## config.mk

```make
export PLATFORM = sky130hd
export DESIGN_NAME = cpt_lookup_engine
export DESIGN_NICKNAME = d
export VERILOG_FILES = /design/src/rtl/cpt_pkg.sv /design/src/rtl/cpt_va_split.sv /design/src/rtl/cpt_slot_gate.sv /design/src/rtl/cpt_word_addr.sv /design/src/rtl/cpt_lookup_engine.sv
export SDC_FILE = /design/constraint.sdc
export NUM_CORES = 1
export LEC_CHECK = 0
export CORE_ASPECT_RATIO = 1.1
export CORE_UTILIZATION = 34
export DETAILED_ROUTE_END_ITERATION = 16
export PLACE_DENSITY_LB_ADDON = 0.1
export SLEW_MARGIN = 25
export SYNTH_ARGS = -nofsm -noshare
export SYNTH_HDL_FRONTEND = slang
export SYNTH_HIERARCHICAL = 1
export SYNTH_SLANG_ARGS = --single-unit
```

## constraint.sdc

```tcl
create_clock -name clk -period 3.55 [get_ports clk]
set_input_delay 0.71 -clock clk [delete_from_list [all_inputs] [get_ports clk]]
set_output_delay 0.71 -clock clk [all_outputs]
set_load 0.005 [all_outputs]
```

## src/rtl/cpt_pkg.sv

```systemverilog
package cpt_pkg;

    localparam int unsigned GRP_BITS  = 4;
    localparam int unsigned GRP_PAGES = 1 << GRP_BITS;

    // word offsets inside one table entry
    localparam int unsigned WORD_BASE = 0;
    localparam int unsigned WORD_STAT = 1;
    localparam int unsigned WORD_PFN0 = 2;
    localparam int unsigned WORD_LINK = WORD_PFN0 + GRP_PAGES;

    // status word fields
    localparam int unsigned STAT_MAP_LSB  = 0;
    localparam int unsigned STAT_SIZE_LSB = STAT_MAP_LSB + GRP_PAGES;
    localparam int unsigned STAT_CTRL_LSB = STAT_SIZE_LSB + GRP_BITS;
    localparam int unsigned CTRL_W        = 24;

    typedef enum logic [2:0] {
        WK_IDLE,
        WK_HASH,
        WK_BASE,
        WK_STAT,
        WK_FRAME,
        WK_LINK,
        WK_DONE
    } walk_state_e;

endpackage

```

## src/rtl/cpt_va_split.sv

```systemverilog
module cpt_va_split #(
    parameter int unsigned VA_W   = 48,
    parameter int unsigned OFF_W  = 12,
    parameter int unsigned GRP_W  = 4,
    localparam int unsigned VPN_W = VA_W - OFF_W
) (
    input  logic [VA_W-1:0]  va,
    output logic [VPN_W-1:0] grp_base,
    output logic [GRP_W-1:0] slot,
    output logic [OFF_W-1:0] page_off
);
    assign page_off = va[OFF_W-1:0];
    assign slot     = va[OFF_W +: GRP_W];
    assign grp_base = {va[VA_W-1:OFF_W+GRP_W], {GRP_W{1'b0}}};
endmodule

```

## src/rtl/cpt_slot_gate.sv

```systemverilog
module cpt_slot_gate #(
    parameter int unsigned GRP_W    = 4,
    localparam int unsigned NSLOT   = 1 << GRP_W
) (
    input  logic [NSLOT-1:0] slot_map,
    input  logic [GRP_W-1:0] size_m1,
    input  logic [GRP_W-1:0] slot,
    output logic             slot_ok
);
    logic [NSLOT-1:0] pick;

    for (genvar g = 0; g < NSLOT; g++) begin : g_dec
        assign pick[g] = (slot == GRP_W'(g)) && slot_map[g];
    end

    assign slot_ok = (|pick) && (slot <= size_m1);
endmodule

```

## src/rtl/cpt_word_addr.sv

```systemverilog
module cpt_word_addr
    import cpt_pkg::*;
#(
    parameter int unsigned ADDR_W = 32,
    parameter int unsigned GRP_W  = 4
) (
    input  walk_state_e       st,
    input  logic [ADDR_W-1:0] ent_ptr,
    input  logic [GRP_W-1:0]  slot,
    output logic [ADDR_W-1:0] word_addr
);
    always_comb begin
        case (st)
            WK_STAT:  word_addr = ent_ptr + ADDR_W'(WORD_STAT);
            WK_FRAME: word_addr = ent_ptr + ADDR_W'(WORD_PFN0) + ADDR_W'(slot);
            WK_LINK:  word_addr = ent_ptr + ADDR_W'(WORD_LINK);
            default:  word_addr = ent_ptr + ADDR_W'(WORD_BASE);
        endcase
    end
endmodule

```

## src/rtl/cpt_lookup_engine.sv

```systemverilog
module cpt_lookup_engine
    import cpt_pkg::*;
#(
    parameter int unsigned VA_W      = 48,
    parameter int unsigned PFN_W     = 40,
    parameter int unsigned ADDR_W    = 32,
    parameter int unsigned MAX_DEPTH = 8,
    localparam int unsigned OFF_W    = 12,
    localparam int unsigned VPN_W    = VA_W - OFF_W,
    localparam int unsigned PA_W     = PFN_W + OFF_W
) (
    input  logic              clk,
    input  logic              rst_n,
    input  logic              req_valid,
    input  logic [VA_W-1:0]   req_va,
    output logic              req_ready,
    output logic              hash_req,
    output logic [VPN_W-1:0]  hash_key,
    input  logic              hash_rsp_valid,
    input  logic [ADDR_W-1:0] hash_ptr,
    output logic              mem_req,
    output logic [ADDR_W-1:0] mem_addr,
    input  logic              mem_rsp_valid,
    input  logic [63:0]       mem_rdata,
    output logic              rsp_valid,
    output logic              rsp_hit,
    output logic              rsp_fault,
    output logic [PA_W-1:0]   rsp_pa,
    output logic [CTRL_W-1:0] rsp_ctrl
);
    localparam int unsigned GRP_W   = GRP_BITS;
    localparam int unsigned DEPTH_W = $clog2(MAX_DEPTH + 1);

    typedef struct packed {
        walk_state_e        st;
        logic [VPN_W-1:0]   base;
        logic [GRP_W-1:0]   slot;
        logic [OFF_W-1:0]   off;
        logic [ADDR_W-1:0]  ptr;
        logic [DEPTH_W-1:0] depth;
        logic               hit;
        logic [PFN_W-1:0]   frame;
        logic [CTRL_W-1:0]  ctrl;
    } walk_t;

    walk_t walk_d, walk_q;

    logic [VPN_W-1:0] sp_base;
    logic [GRP_W-1:0] sp_slot;
    logic [OFF_W-1:0] sp_off;
    logic             slot_ok;
    logic             base_eq;
    logic             unused_rdata;

    cpt_va_split #(.VA_W(VA_W), .OFF_W(OFF_W), .GRP_W(GRP_W)) u_split (
        .va       (req_va),
        .grp_base (sp_base),
        .slot     (sp_slot),
        .page_off (sp_off)
    );

    cpt_slot_gate #(.GRP_W(GRP_W)) u_gate (
        .slot_map (mem_rdata[STAT_MAP_LSB +: GRP_PAGES]),
        .size_m1  (mem_rdata[STAT_SIZE_LSB +: GRP_W]),
        .slot     (walk_q.slot),
        .slot_ok  (slot_ok)
    );

    cpt_word_addr #(.ADDR_W(ADDR_W), .GRP_W(GRP_W)) u_addr (
        .st        (walk_q.st),
        .ent_ptr   (walk_q.ptr),
        .slot      (walk_q.slot),
        .word_addr (mem_addr)
    );

    assign base_eq      = (mem_rdata[VPN_W-1:0] == walk_q.base);
    assign unused_rdata = ^mem_rdata;

    always_comb begin
        walk_d = walk_q;
        case (walk_q.st)
            WK_IDLE: begin
                if (req_valid) begin
                    walk_d.base  = sp_base;
                    walk_d.slot  = sp_slot;
                    walk_d.off   = sp_off;
                    walk_d.depth = '0;
                    walk_d.hit   = 1'b0;
                    walk_d.frame = '0;
                    walk_d.ctrl  = '0;
                    walk_d.st    = WK_HASH;
                end
            end
            WK_HASH: begin
                if (hash_rsp_valid) begin
                    if (hash_ptr == '0) begin
                        walk_d.st = WK_DONE;
                    end else begin
                        walk_d.ptr   = hash_ptr;
                        walk_d.depth = DEPTH_W'(1);
                        walk_d.st    = WK_BASE;
                    end
                end
            end
            WK_BASE: begin
                if (mem_rsp_valid) begin
                    if (base_eq) begin
                        walk_d.st = WK_STAT;
                    end else if (walk_q.depth == DEPTH_W'(MAX_DEPTH)) begin
                        walk_d.st = WK_DONE;
                    end else begin
                        walk_d.st = WK_LINK;
                    end
                end
            end
            WK_STAT: begin
                if (mem_rsp_valid) begin
                    if (slot_ok) begin
                        walk_d.ctrl = mem_rdata[STAT_CTRL_LSB +: CTRL_W];
                        walk_d.st   = WK_FRAME;
                    end else begin
                        walk_d.st = WK_DONE;
                    end
                end
            end
            WK_FRAME: begin
                if (mem_rsp_valid) begin
                    walk_d.frame = mem_rdata[PFN_W-1:0];
                    walk_d.hit   = 1'b1;
                    walk_d.st    = WK_DONE;
                end
            end
            WK_LINK: begin
                if (mem_rsp_valid) begin
                    if (mem_rdata[ADDR_W-1:0] == '0) begin
                        walk_d.st = WK_DONE;
                    end else begin
                        walk_d.ptr   = mem_rdata[ADDR_W-1:0];
                        walk_d.depth = walk_q.depth + DEPTH_W'(1);
                        walk_d.st    = WK_BASE;
                    end
                end
            end
            default: begin
                walk_d.st = WK_IDLE;
            end
        endcase
    end

    always_ff @(posedge clk or negedge rst_n) begin
        if (!rst_n) begin
            walk_q <= '0;
        end else begin
            walk_q <= walk_d;
        end
    end

    assign req_ready = (walk_q.st == WK_IDLE);
    assign hash_req  = (walk_q.st == WK_HASH);
    assign hash_key  = walk_q.base;
    assign mem_req   = (walk_q.st == WK_BASE) || (walk_q.st == WK_STAT) ||
                       (walk_q.st == WK_FRAME) || (walk_q.st == WK_LINK);
    assign rsp_valid = (walk_q.st == WK_DONE);
    assign rsp_hit   = rsp_valid && walk_q.hit;
    assign rsp_fault = rsp_valid && !walk_q.hit;
    assign rsp_pa    = rsp_hit ? {walk_q.frame, walk_q.off} : '0;
    assign rsp_ctrl  = rsp_hit ? walk_q.ctrl : '0;
endmodule

```

==> flow_summary_export.csv <==
group,metric,value,unit
status,status,"complete, but fails checks",
route,firstDrtPassIters,5,
global_route,met2_usage,43.87,%
route,vias,10880,
global_route,grt_pass1_vias,10490,
cells_and_area,fillCellCount,3130,
cells_and_area,final_common_cell,"nand2_1",
setup_path,critical_path.top_delay_family,"adder cells",
floorplanning,rows,68,
setup_path,crit_type,"reg -> out",
clock_tree,cts_sinks,156,
floorplanning,dieWidth,173.7,um
timing,setup_ws,-0.04549,ns
logic_synthesis,avgSynthCellArea,7.974,um2
setup_path,path_depth,15,
global_route,grt_overflow_total,0,
cells_and_area,multi_input_area,0.006379,mm2
cells_and_area,fin_area,0.01523,mm2
route,wire_per_inst,21.29,um
global_route,grt_pass1_wl,65.09,mm
timing,hold_viol,0,
clock_tree,cts_tree,"built",
logic_synthesis,yosys_warnings,6,
setup_path,r2r_end,"walk_q[78]",
floorplanning,ioPinCount,299,
logic_synthesis,synth_area_leader_cell,"dfrtp_1",
timing,max_freq,0.2781,GHz
cells_and_area,layout.cells.non_filler,2044,
global_route,grt_max_degree,80,
logic_synthesis,synth_top_area_share,35.40,%
clock_tree,clock_path_buffers,2,
logic_synthesis,synth_edf_count,0,
global_route,grt.met1_usage,33.25,%
global_route,grt.total_usage,25.94,%
floorplanning,die_h,190.9,um
placement,place_hpwl,32.12,mm
clock_tree,cts-root-buf,"clkbuf_16",
route,ant_nets,0,
setup_path,cpMostUsedCell,"buf_6",
run,cap_violations,0,
logic_synthesis,ys.flop_type,"dfrtp_1",
placement,port_buffers,278,
route,drt_wl_total,43.51,mm
logic_synthesis,synthArstFlopShare,100.0,%
min_path,hold_class,"in -> async",
clock_tree,htreeDepth,4,
setup_path,worstPathArrival,2.89,ns
global_route,met3_usage,4.336,%
timing,clock_skew,0.008214,ns
timing,layout_min_cycle_time,3.595,ns
setup_path,r2r_cells,9,
floorplanning,core-area,0.03165,mm2
setup_path,regToRegSetupSlack,1.06,ns
power_and_ir_drop,p_per_area,776.5,mW/mm2
cells_and_area,fin_nets,1775,
cells_and_area,seqCellArea,0.003915,mm2
placement,post_dp_cell_area,0.01411,mm2
cells_and_area,drive_above_1_share,17.02,%
power_and_ir_drop,p_leak,6.468,nW
timing,setup_viol,4,
cells_and_area,area_growth,38.08,%
logic_synthesis,syn_area,0.01103,mm2
clock_tree,cts_made_buffers,17,
setup_path,required,2.84,ns
logic_synthesis,ys_seq_elements,156,
timing,tightest_slew,0.7783,ns
timing,rsz0062_at_grt,"true",
setup_path,critical_path.slowest_cell,"dfrtp_1",
setup_path,end_kind,"output pin",
clock_tree,clk_latency,0.44,ns
setup_path,crit_chain,"inv_2 > ha_4 > inv_4 > ha_4 > fa_2 > a21o_1 > a21oi_2 > buf_6 > buf_6 > buf_6 > nor2_4 > or2_4 > a2bb2oi_2 > nor2_1 > buf_2",
clock_tree,ctsHoldBuffers,0,
timing,maxSlewHeadroom,48.12,%
setup_path,crit_path_max_incr_delay,0.37,ns
logic_synthesis,synth_cells,1383,
global_route,grt_antenna_before_repair,3,
setup_path,start_kind,"register",
route,drt_iter0_markers,768,
setup_path,cp_num_buf_inv,6,
global_route,top_usage_layer,"met2",
floorplanning,die_area,0.03316,mm2
power_and_ir_drop,ir_drop,0.3178,mV
route,drc_errors,0,
logic_synthesis,synth_area_leaders,"dfrtp_1 (35%), nand2_1 (11%), buf_4 (6.3%)",
timing,fin_crit_sh,101.3,%
cells_and_area,mostFrequentLayoutCells,"nand2_1 (331), clkdlybuf4s50_1 (249), dfrtp_1 (147), buf_4 (95), o21ai_0 (89)",
placement,placed_cells_incl_taps,1992,
status,violations,"setup timing",
route,viasPerCell,5.322,
setup_path,cp_max_fo,5,
logic_synthesis,ys_types,84,
placement,place_congestion,0.9290,
floorplanning,start_util,34.84,%
logic_synthesis,ys_seq_area_share,35.40,%
timing,finalMaxSlewViolations,0,
setup_path,r2r-start,"walk_q[154]",
clock_tree,path_clk_slew,0.07,ns
==> how the worst max path moves through the flow <==
stage,start,to,slack [ns]
after global routing,walk_q[114],mem_addr[7],-0.17
after global placement,walk_q[70],mem_addr[23],-0.11
after detailed placement,walk_q[70],mem_addr[23],-0.15
after CTS,walk_q[114],mem_addr[7],-0.14
final,walk_q[114],mem_addr[7],-0.05
after floorplan,walk_q[70],mem_addr[15],0.36
==> worst reg2reg max path: stages (launching register included) <==
cell     delay [ns]
dfrtp_2        0.41
buf_4          0.16
buf_4          0.21
and3b_2        0.28
nand3_1        0.09
nor3_1         0.06
a41oi_4        0.63
buf_12         0.29
a21oi_1        0.10
a31oi_1        0.16
==> routing by layer <==
metal,vias to the layer above,part of all wire (%)
li1,5213,-
met1,5217,44
met2,380,48
met3,67,5.3
met4,2,2.6
met5,-,0.025
==> layout make-up <==
cell class              instances  share of cell area (%)
multi-input cells            1019                   41.89
flip-flops and latches        156                   25.71
repair buffers                392                   24.08
well taps                     420                   3.451
clock buffers                  17                   2.794
clock inverters                15                   1.454
inverters                      23                  0.5834
diodes                          2                 0.03287
==> state kept, by name, summed over array words and instances, names as in the netlist <==
register / cells
walk_q: 120
hash_key: 36
==> cells in the mapped netlist, drive strengths merged (10+ instances only) <==
cell,n
a31oi,43
and3,84
mux2i,35
clkbuf,61
nand2,334
xnor2,40
nor3,28
dfrtp,156
inv,22
xor2,21
a21oi,69
o21ai,104
and4,10
nor2,43
buf,127
nand4,31
nand3,19
ha,16
nor4,25
==> repair_timing <==
| item | CTS | global route |
|---|---|---|
| buffers inserted | 7 | 11 |
| cloned | 1 | 0 |
| pin swaps | 40 | 44 |
| endpoints found under the setup margin | 38 | 67 |
| resized for setup | 133 | 65 |
==> cell families (layout without fill, tap and decap cells) <==
family                   count (synthesis)  count (layout)  synth area share (%)
AO/OA/AOI/OAI                          288             288                 15.78
AND/OR/NAND/NOR                        608             608                 27.07
adder cells (fa/ha/maj)                 17              17                 1.997
XOR/XNOR                                61              61                 4.845
other                                    1               6               0.03400
flip-flops                             156             156                 35.40
buffers and inverters                  211             447                 10.68
multiplexers                            41              41                 4.198
==> power by group <==
part	switching [mW]	internal, mW
logic	3.39	3.00
clock network	0.843	1.21
registers	0.872	2.51
==> through the flow <==
| stage | total power, mW | hold WS (ns) | TNS [ns] | setup slack, ns | util (%) |
|---|---|---|---|---|---|
| floorplan | 6.575 | 0.4144 | 0 | 0.3621 | - |
| global placement | 9.192 | 0.4507 | -0.2909 | -0.1142 | 44.59 |
| detailed placement | 9.223 | 0.4556 | -0.5803 | -0.1462 | 44.59 |
| CTS | 11.55 | 0.2956 | -0.4362 | -0.1415 | 47.42 |
| global route | 12.61 | 0.3307 | -1.236 | -0.1677 | 48.11 |
| finish | 11.82 | 0.2723 | -0.1230 | -0.04549 | 48.11 |
(Power assumes the default switching activity.)
